===== config.mk =====
export PLATFORM = sky130hd
export DESIGN_NAME = flash_cmd_seq
export DESIGN_NICKNAME = d
export VERILOG_FILES = /design/src/rtl/fcu_pkg.sv /design/src/rtl/fcu_decode.sv /design/src/rtl/fcu_seq.sv /design/src/rtl/fcu_rdsel.sv /design/src/rtl/flash_cmd_seq.sv
export SDC_FILE = /design/constraint.sdc
export NUM_CORES = 1
export LEC_CHECK = 0
export CAP_MARGIN = 20
export CORE_MARGIN = 5
export CORE_UTILIZATION = 30
export CTS_CLUSTER_DIAMETER = 120
export DETAILED_ROUTE_END_ITERATION = 12
export PLACE_DENSITY = 0.64
export SLEW_MARGIN = 20
export SYNTH_ARGS = -nofsm -noshare
export SYNTH_HDL_FRONTEND = slang
export SYNTH_SLANG_ARGS = --single-unit

===== constraint.sdc =====
create_clock -name clk -period 2 [get_ports clk]
set_clock_uncertainty 0.15 [all_clocks]
set_input_delay 0.4 -clock clk [delete_from_list [all_inputs] [get_ports clk]]
set_output_delay 0.4 -clock clk [all_outputs]
set_load 0.01 [all_outputs]

===== src/rtl/fcu_pkg.sv =====
package fcu_pkg;

  typedef enum logic [2:0] {
    ST_IDLE,
    ST_UNL1,
    ST_UNL2,
    ST_PROG,
    ST_ERS0,
    ST_ERS1,
    ST_ERS2
  } seq_st_t;

  localparam logic [1:0] RD_ARRAY = 2'd0;
  localparam logic [1:0] RD_MFR   = 2'd1;
  localparam logic [1:0] RD_DEV   = 2'd2;
  localparam logic [1:0] RD_PROT  = 2'd3;

  typedef struct packed {
    logic unl1;
    logic unl2;
    logic rst_cmd;
    logic zero;
    logic sig_cmd;
    logic prog_cmd;
    logic ers_cmd;
    logic chip_conf;
    logic blk_conf;
  } cyc_cls_t;

  function automatic logic [1:0] sig_select(input logic a0, input logic a1, input logic a6);
    if (!a1 && !a6)           return a0 ? RD_DEV : RD_MFR;
    else if (a1 && !a0 && !a6) return RD_PROT;
    else                       return RD_ARRAY;
  endfunction

endpackage


===== src/rtl/fcu_decode.sv =====
module fcu_decode
  import fcu_pkg::*;
#(
  parameter int CODE_W = 15,
  parameter int DATA_W = 8,
  parameter logic [CODE_W-1:0] UNL1_ADDR = 15'h5555,
  parameter logic [CODE_W-1:0] UNL2_ADDR = 15'h2AAA,
  parameter logic [DATA_W-1:0] UNL1_DATA = 8'hAA,
  parameter logic [DATA_W-1:0] UNL2_DATA = 8'h55,
  parameter logic [DATA_W-1:0] RST_CODE  = 8'hF0,
  parameter logic [DATA_W-1:0] SIG_CODE  = 8'h90,
  parameter logic [DATA_W-1:0] PROG_CODE = 8'hA0,
  parameter logic [DATA_W-1:0] ERS_CODE  = 8'h80,
  parameter logic [DATA_W-1:0] CHIP_CONF = 8'h10,
  parameter logic [DATA_W-1:0] BLK_CONF  = 8'h30
) (
  input  logic [CODE_W-1:0] addr_lo,
  input  logic [DATA_W-1:0] data,
  output cyc_cls_t          cls
);

  logic at_u1, at_u2;
  assign at_u1 = (addr_lo == UNL1_ADDR);
  assign at_u2 = (addr_lo == UNL2_ADDR);

  always_comb begin
    cls.unl1      = at_u1 && (data == UNL1_DATA);
    cls.unl2      = at_u2 && (data == UNL2_DATA);
    cls.rst_cmd   = (data == RST_CODE);
    cls.zero      = (data == '0);
    cls.sig_cmd   = at_u1 && (data == SIG_CODE);
    cls.prog_cmd  = at_u1 && (data == PROG_CODE);
    cls.ers_cmd   = at_u1 && (data == ERS_CODE);
    cls.chip_conf = at_u1 && (data == CHIP_CONF);
    cls.blk_conf  = (data == BLK_CONF);
  end

endmodule


===== src/rtl/fcu_seq.sv =====
module fcu_seq
  import fcu_pkg::*;
#(
  parameter int ADDR_W = 19,
  parameter int DATA_W = 8,
  parameter int BLK_W  = 3
) (
  input  logic              clk,
  input  logic              rst_n,
  input  logic              wr_en,
  input  logic              busy,
  input  logic [ADDR_W-1:0] addr,
  input  logic [DATA_W-1:0] data,
  input  cyc_cls_t          cls,
  output logic              prog_req,
  output logic [ADDR_W-1:0] prog_addr,
  output logic [DATA_W-1:0] prog_data,
  output logic              chip_req,
  output logic              blk_req,
  output logic [BLK_W-1:0]  blk_idx,
  output logic              rst_req,
  output logic              sig_on
);

  localparam int BLK_LSB = ADDR_W - BLK_W;

  seq_st_t st, nxt;
  logic take_prog, take_chip, take_blk, take_rst, take_sig;

  always_comb begin
    nxt       = st;
    take_prog = 1'b0;
    take_chip = 1'b0;
    take_blk  = 1'b0;
    take_rst  = 1'b0;
    take_sig  = 1'b0;
    if (wr_en) begin
      nxt = ST_IDLE;
      if (st == ST_PROG) begin
        take_prog = 1'b1;
      end else if (cls.rst_cmd) begin
        take_rst = 1'b1;
      end else begin
        case (st)
          ST_IDLE: if (cls.unl1) nxt = ST_UNL1;
          ST_UNL1: if (cls.unl2) nxt = ST_UNL2;
          ST_UNL2: begin
            if (cls.sig_cmd)       take_sig = 1'b1;
            else if (cls.prog_cmd) nxt = ST_PROG;
            else if (cls.ers_cmd)  nxt = ST_ERS0;
          end
          ST_ERS0: if (cls.unl1) nxt = ST_ERS1;
          ST_ERS1: if (cls.unl2) nxt = ST_ERS2;
          ST_ERS2: begin
            if (cls.chip_conf)     take_chip = 1'b1;
            else if (cls.blk_conf) take_blk = 1'b1;
          end
          default: nxt = ST_IDLE;
        endcase
      end
    end
  end

  always_ff @(posedge clk) begin
    if (!rst_n) begin
      st        <= ST_IDLE;
      prog_req  <= 1'b0;
      prog_addr <= '0;
      prog_data <= '0;
      chip_req  <= 1'b0;
      blk_req   <= 1'b0;
      blk_idx   <= '0;
      rst_req   <= 1'b0;
      sig_on    <= 1'b0;
    end else begin
      st       <= nxt;
      prog_req <= take_prog && !busy;
      chip_req <= take_chip && !busy;
      blk_req  <= take_blk && !busy;
      rst_req  <= take_rst;
      if (wr_en) sig_on <= take_sig;
      if (take_prog) begin
        prog_addr <= addr;
        prog_data <= data;
      end
      if (take_blk) blk_idx <= addr[BLK_LSB +: BLK_W];
    end
  end

  assert_req_onehot_R12: assert property (@(posedge clk) disable iff (!rst_n)
    $onehot0({prog_req, chip_req, blk_req, rst_req}));

  assert_no_write_no_req_R12: assert property (@(posedge clk) disable iff (!rst_n)
    !wr_en |=> !(prog_req || chip_req || blk_req || rst_req));

  assert_busy_blocks_R11: assert property (@(posedge clk) disable iff (!rst_n)
    (wr_en && busy) |=> !(prog_req || chip_req || blk_req));

  assert_prog_capture_R2: assert property (@(posedge clk) disable iff (!rst_n)
    prog_req |-> (prog_data == $past(data) && prog_addr == $past(addr)));

  assert_blk_index_R7: assert property (@(posedge clk) disable iff (!rst_n)
    blk_req |-> blk_idx == $past(addr[BLK_LSB +: BLK_W]));

  assert_zero_aborts_R10: assert property (@(posedge clk) disable iff (!rst_n)
    (wr_en && cls.zero && st != ST_PROG) |=> (st == ST_IDLE && !rst_req));

  assert_sig_left_R5: assert property (@(posedge clk) disable iff (!rst_n)
    (wr_en && !cls.sig_cmd) |=> !sig_on);

endmodule


===== src/rtl/fcu_rdsel.sv =====
module fcu_rdsel
  import fcu_pkg::*;
(
  input  logic       sig_on,
  input  logic       a0,
  input  logic       a1,
  input  logic       a6,
  output logic [1:0] rd_mode
);

  assign rd_mode = sig_on ? sig_select(a0, a1, a6) : RD_ARRAY;

endmodule


===== src/rtl/flash_cmd_seq.sv =====
module flash_cmd_seq
  import fcu_pkg::*;
#(
  parameter int ADDR_W = 19,
  parameter int DATA_W = 8,
  parameter int CODE_W = 15,
  parameter int BLK_W  = 3,
  parameter logic [DATA_W-1:0] PROG_CODE = 8'hA0,
  parameter logic [DATA_W-1:0] BLK_CONF  = 8'h30
) (
  input  logic              clk,
  input  logic              rst_n,
  input  logic              wr_en,
  input  logic [ADDR_W-1:0] bus_addr,
  input  logic [DATA_W-1:0] bus_data,
  input  logic              ctl_busy,
  output logic [1:0]        rd_mode,
  output logic              prog_req,
  output logic [ADDR_W-1:0] prog_addr,
  output logic [DATA_W-1:0] prog_data,
  output logic              chip_erase_req,
  output logic              blk_erase_req,
  output logic [BLK_W-1:0]  blk_idx,
  output logic              seq_reset
);

  cyc_cls_t cls;
  logic     sig_on;

  fcu_decode #(
    .CODE_W(CODE_W), .DATA_W(DATA_W),
    .PROG_CODE(PROG_CODE), .BLK_CONF(BLK_CONF)
  ) u_decode (
    .addr_lo(bus_addr[CODE_W-1:0]),
    .data   (bus_data),
    .cls    (cls)
  );

  fcu_seq #(.ADDR_W(ADDR_W), .DATA_W(DATA_W), .BLK_W(BLK_W)) u_seq (
    .clk      (clk),
    .rst_n    (rst_n),
    .wr_en    (wr_en),
    .busy     (ctl_busy),
    .addr     (bus_addr),
    .data     (bus_data),
    .cls      (cls),
    .prog_req (prog_req),
    .prog_addr(prog_addr),
    .prog_data(prog_data),
    .chip_req (chip_erase_req),
    .blk_req  (blk_erase_req),
    .blk_idx  (blk_idx),
    .rst_req  (seq_reset),
    .sig_on   (sig_on)
  );

  fcu_rdsel u_rdsel (
    .sig_on (sig_on),
    .a0     (bus_addr[0]),
    .a1     (bus_addr[1]),
    .a6     (bus_addr[6]),
    .rd_mode(rd_mode)
  );

endmodule


# Yosys cells after proc, flatten, opt, wreduce, memory -nomap -nowiden
# Index checks and enable logic that the tools add are counted.
# classes
eq_ne,16
n_mux,32
bitwise,2
reduce_logical,18
# ops
op,n
$eq 8x8->1 const B,5
$mux 3,7
$mux 1,19
$eq 15x14->1 const B,1
$eq 15x15->1 const B,1
$pmux 3 s5,1
$logic_and 1x1->1,12
$mux 2,5
$eq 3x3->1 const B,3
$eq 8x5->1 const B,1
$eq 8x6->1 const B,1
$eq 8x7->1 const B,1
$eq 3x2->1 const B,2
$logic_not 1->1,4
$eq 3x1->1 const B,1
$logic_not 3->1,1
$reduce_or 3->1,1
$not 1->1,2
# word_totals
ff_bits,38
input_bits,31
output_inout_bits,36
word_cells,77

# Depth between registers and ports, before layout
# depth
depth_word,8
ltp_mapped,6

# Modules after synthesis
# A second synthesis with hierarchy kept.
# unflattened
cells_unflattened,213
area_unflattened_um2,1791.7
# modules_own_cells
module,n_inst,cells_per_inst,area_per_inst_um2,seq_area_each_um2
fcu_seq,1,173,1516.5,760.7
fcu_decode,1,36,252.7,0.0
fcu_rdsel,1,4,22.5,0.0

# Least setup slack after synthesis
# No wires, ideal clock.
# synth_path
path_type,input -> register
startpoint,input port bus_addr[1]
endpoint,register u_seq.chip_req
setup_ps,88
arrival_ps,1276
required_time_ps,1762
path_slack_ps,486
stages,4
path_buffers,0
cell_sequence,nor4b_2 nand3_1 or3_1 nor4_2
# synth_between
elab_chain_cells,8
# synth_lines
item,line,rtl
from (decl),flash_cmd_seq.sv:14,"input logic [ADDR_W-1:0] bus_addr,"
$eq 15x15->1,fcu_decode.sv:23,assign at_u1 = (addr_lo == UNL1_ADDR);
$logic_and 1x1->1,fcu_decode.sv:34,cls.chip_conf = at_u1 && (data == CHIP_CONF);
$mux 1,fcu_seq.sv:55,if (cls.chip_conf) take_chip = 1'b1;
$mux 1,fcu_seq.sv:44,case (st)
$mux 1,fcu_seq.sv:41,end else if (cls.rst_cmd) begin
$mux 1,fcu_seq.sv:39,if (st == ST_PROG) begin
$mux 1,fcu_seq.sv:37,if (wr_en) begin
$logic_and 1x1->1,fcu_seq.sv:78,chip_req <= take_chip && !busy;
to (signal assigned),fcu_seq.sv:78,
to (decl),fcu_seq.sv:18,"output logic chip_req,"
# Every way passes these cells.
# A chain may end at the register's enable or synchronous reset.

# Final worst setup path
# layout_path
startpoint,input port bus_addr[0]
endpoint,output port rd_mode[1]
# layout_between
elab_chain_cells,6
elab_cells_between_ends,7
classes_between,4 x mux; 3 x reduce/logical
# layout_lines
item,line,rtl
$logic_not 1->1,fcu_pkg.sv:32,else if (a1 && !a0 && !a6) return RD_PROT;
$logic_and 1x1->1 (2 in series),fcu_pkg.sv:32,
$mux 2,fcu_pkg.sv:32,
$mux 2 (*),fcu_pkg.sv:31,if (!a1 && !a6) return a0 ? RD_DEV : RD_MFR;
$mux 2 (*),fcu_rdsel.sv:11,"assign rd_mode = sig_on ? sig_select(a0, a1, a6) : RD_ARRAY;"
to (decl),flash_cmd_seq.sv:17,"output logic [1:0] rd_mode,"
# Mark *: on every way between the ends. The rest lies on a longest branch, timed or not.

==> impl_metrics.csv <==
group,metric,value,unit
run_status,status,"complete, no violations",
detailed_routing,wl_per_cell,13.46,um
grt,grt.met2_usage,23.46,%
logic_synthesis,synth_flop_cell,"dfxtp_1",
detailed_routing,viasPerCell,4.609,
grt,grt_pass1_wl,8004,um
grt,overflow,0,
power,vdd_ir_drop_max,0.2572,mV
cells_and_area,multi_input_area,860.8,um2
floorplan,die-area,0.007103,mm2
timing,fin_tns_setup,0,ns
logic_synthesis,syn_area_per_cell,8.533,um2
logic_synthesis,syn_area,0.001655,mm2
logic_synthesis,yosysTopAreaCellShare,45.96,%
clock_tree,tritoncts,"done",
critical_path,cp-end-kind,"output port",
cells_and_area,layout.nets,316,
critical_path,crit_fanout,3,
clock_tree,htreeDepth,2,
clock_tree,clockRootBuffer,"clkbuf_8",
placed_design,port_buffers,66,
timing,fmax,517.9,MHz
placed_design,gp_congestion,0.8371,
floorplan,initial_core_util,30.43,%
grt,antenna_found_initial,0,
detailed_routing,drc,0,
power,power.share.sequential,52.1,%
detailed_routing,vias,1650,
critical_path,cp-start-kind,"primary input",
cells_and_area,num-fill-cells,556,
logic_synthesis,netlist-cell-type-count,34,
grt,grt_pass1_vias,1667,
timing,slew_viol_final,0,
critical_path,crit_type,"primary input to output port",
placed_design,hpwl,3709,um
power,p_leak,0.9427,nW
min_path,min_path_type,"register to register",
clock_tree,numClockSinks,38,
detailed_routing,drtIter0Drc,104,
logic_synthesis,syn_inst,194,
floorplan,fp.dieH,84.28,um
power,p_int,1.127,mW
critical_path,required,1.45,ns
logic_synthesis,synth_area_leaders,"dfxtp_1 46%, nand2_1 14%, a21boi_1 13%",
logic_synthesis,yosys_warnings,0,
cells_and_area,regArea,760.7,um2
logic_synthesis,synth_most_common_cell,"nand2_1",
timing,rsz0062_at_grt,"no",
power,clockPowerShare,37.9,%
timing,fin_crit_sh,96.55,%
cells_and_area,drive_gt1_share,13.29,%
logic_synthesis,async_flop_share,0,%
grt,grt_use_met1,16.71,%
critical_path,cpPeakStageDelay,0.53,ns
cells_and_area,areaGrowthSynthToFinish,61.68,%
floorplan,die_w,84.28,um
grt,track_usage,14.00,%
cells_and_area,n_antenna_cell,0,
critical_path,worstPathArrival,1.38,ns
flow_run,maxCapViolCount,0,
logic_synthesis,synth_common_cells,"61 x nand2_1, 38 x dfxtp_1, 28 x a21boi_1",
logic_synthesis,ys_ff_latch,38,
clock_tree,clk_latency,0.29,ns
grt,grt_max_degree,18,
timing,final_hold_viol_count,0,
power,power_switching,0.3245,mW
grt,use_met3,5.496,%
floorplan,ios,67,
timing,slew_headroom,75.88,%
clock_tree,clk_transition_reported_paths,0.07,ns
power,p_per_area,542.2,mW/mm2
logic_synthesis,synth.net_count,225,
logic_synthesis,synth-edff-count,0,
floorplan,core_area,0.005439,mm2
grt,top_usage_layer,"met2",
floorplan,rows,27,
timing,worst-slew-pin-transition,0.3570,ns
timing,fin_crit,1.931,ns
detailed_routing,routed_wl,4818,um
power,swShare,22.36,%
cells_and_area,utilization,49.21,%
critical_path,crit_slowest_cell,"clkdlybuf4s50_1",
timing,setup_viol,0,
clock_tree,cts_buffer_depth,2,
clock_tree,cts_buffers,5,
logic_synthesis,ys_seq_area_share,45.96,%
detailed_routing,final_antenna_net_count,0,
power,p_total,1.451,mW
logic_synthesis,yosys.area.top_type,"dfxtp_1",
detailed_routing,drtPass1Iterations,4,
critical_path,crit_chain,"clkdlybuf4s50_1 -> xnor2_1 -> nor2_1 -> dlygate4sd2_1",
power,comb_power_share,10.0,%
sequential cells by signal, indices dropped and copies added (netlist names):
| register | count |
|---|---|
| u_seq.blk_idx | 3 |
| u_seq.sig_on | 1 |
| u_seq.rst_req | 1 |
| u_seq.blk_req | 1 |
| u_seq.prog_req | 1 |
| u_seq.chip_req | 1 |
| u_seq.prog_data | 8 |
| u_seq.prog_addr | 19 |
| u_seq.st | 3 |
cells in the final DEF, fill, tap and decap left out, drive strengths merged, types with 2 or more instances in the layout:
cell	instances
a21boi	28
a31oi	2
and3	3
buf	25
clkbuf	7
clkdlybuf4s50	63
dfxtp	38
dlygate4sd2	3
mux2i	3
nand2	61
nand3	3
nand4	3
nand4b	3
nor2	9
nor2b	5
nor3	6
nor4	2
nor4b	2
nor4bb	4
o21a	2
o21ai	3
or3	2
metrics by stage:
stage          cell area, um2  hold WS [ns]  std cells  setup WS, ns
2_1_floorplan            1655        0.2898        194        0.4859
3_3_place_gp             2584        0.2901        350       -0.2272
3_5_place_dp             2584        0.2959        350       -0.2309
4_1_cts                  2671        0.3066        358       0.05805
5_1_grt                  2676        0.3274        358      0.004214
6_report                 2676        0.3022        358       0.06907
area by class of cell:
cell class	instances	area share [%]
repair buffers	91	32.49
inverters	1	0.1403
flip-flops and latches	38	28.42
clock buffers	7	3.226
clock inverters	1	0.1870
multi-input cells	148	32.16
well taps	72	3.366
final timing paths:
check        slack, ns                   to  cells after the start           startpoint
min               0.30  u_seq.prog_addr[14]                      2  u_seq.prog_addr[14]
max               0.07           rd_mode[1]                      4          bus_addr[0]
max reg2reg       0.36          u_seq.st[1]                      5          u_seq.st[1]
min reg2reg       0.30  u_seq.prog_addr[14]                      2  u_seq.prog_addr[14]
per-layer routing:
layer  vias to the layer above  share of wire (%)  wire [um]
met5                         -                  0          0
met4                         0                1.0         48
met3                         6                7.6        368
met2                        50                 47       2251
met1                       742                 45       2149
li1                        852                  -          -
worst max-delay path, delay by kind of cell:
kind,cells,cell delay (ns)
buf+inv,2,0.81
xor+xnor,1,0.13
simple gates,1,0.05
power by group through the flow:
stage | clock network [mW] | logic, mW | registers [mW]
after floorplan | 0 | 0.0352 | 0.774
after global placement | 0 | 0.147 | 0.774
after detailed placement | 0 | 0.146 | 0.774
after CTS | 0.572 | 0.146 | 0.756
after global routing | 0.602 | 0.157 | 0.756
final | 0.550 | 0.146 | 0.756
what timing repair did:
item,CTS,global route
endpoints found under the setup margin,2,2
hold buffers,0,0
resized for setup,3,1
hold endpoints to repair,0,0
pin swaps,0,0
buffers inserted,0,0
logic make-up (layout without fill, tap and decap cells):
family / Yosys count / count (layout) / share of synthesized area [%]
buffers and inverters: 8 / 100 / 2.342
XOR/XNOR: 1 / 1 / 0.5292
AND/OR/NAND/NOR: 107 / 107 / 33.11
AO/OA/AOI/OAI: 37 / 37 / 16.25
multiplexers: 3 / 3 / 1.814
flip-flops: 38 / 38 / 45.96
(Power assumes the default switching activity.)
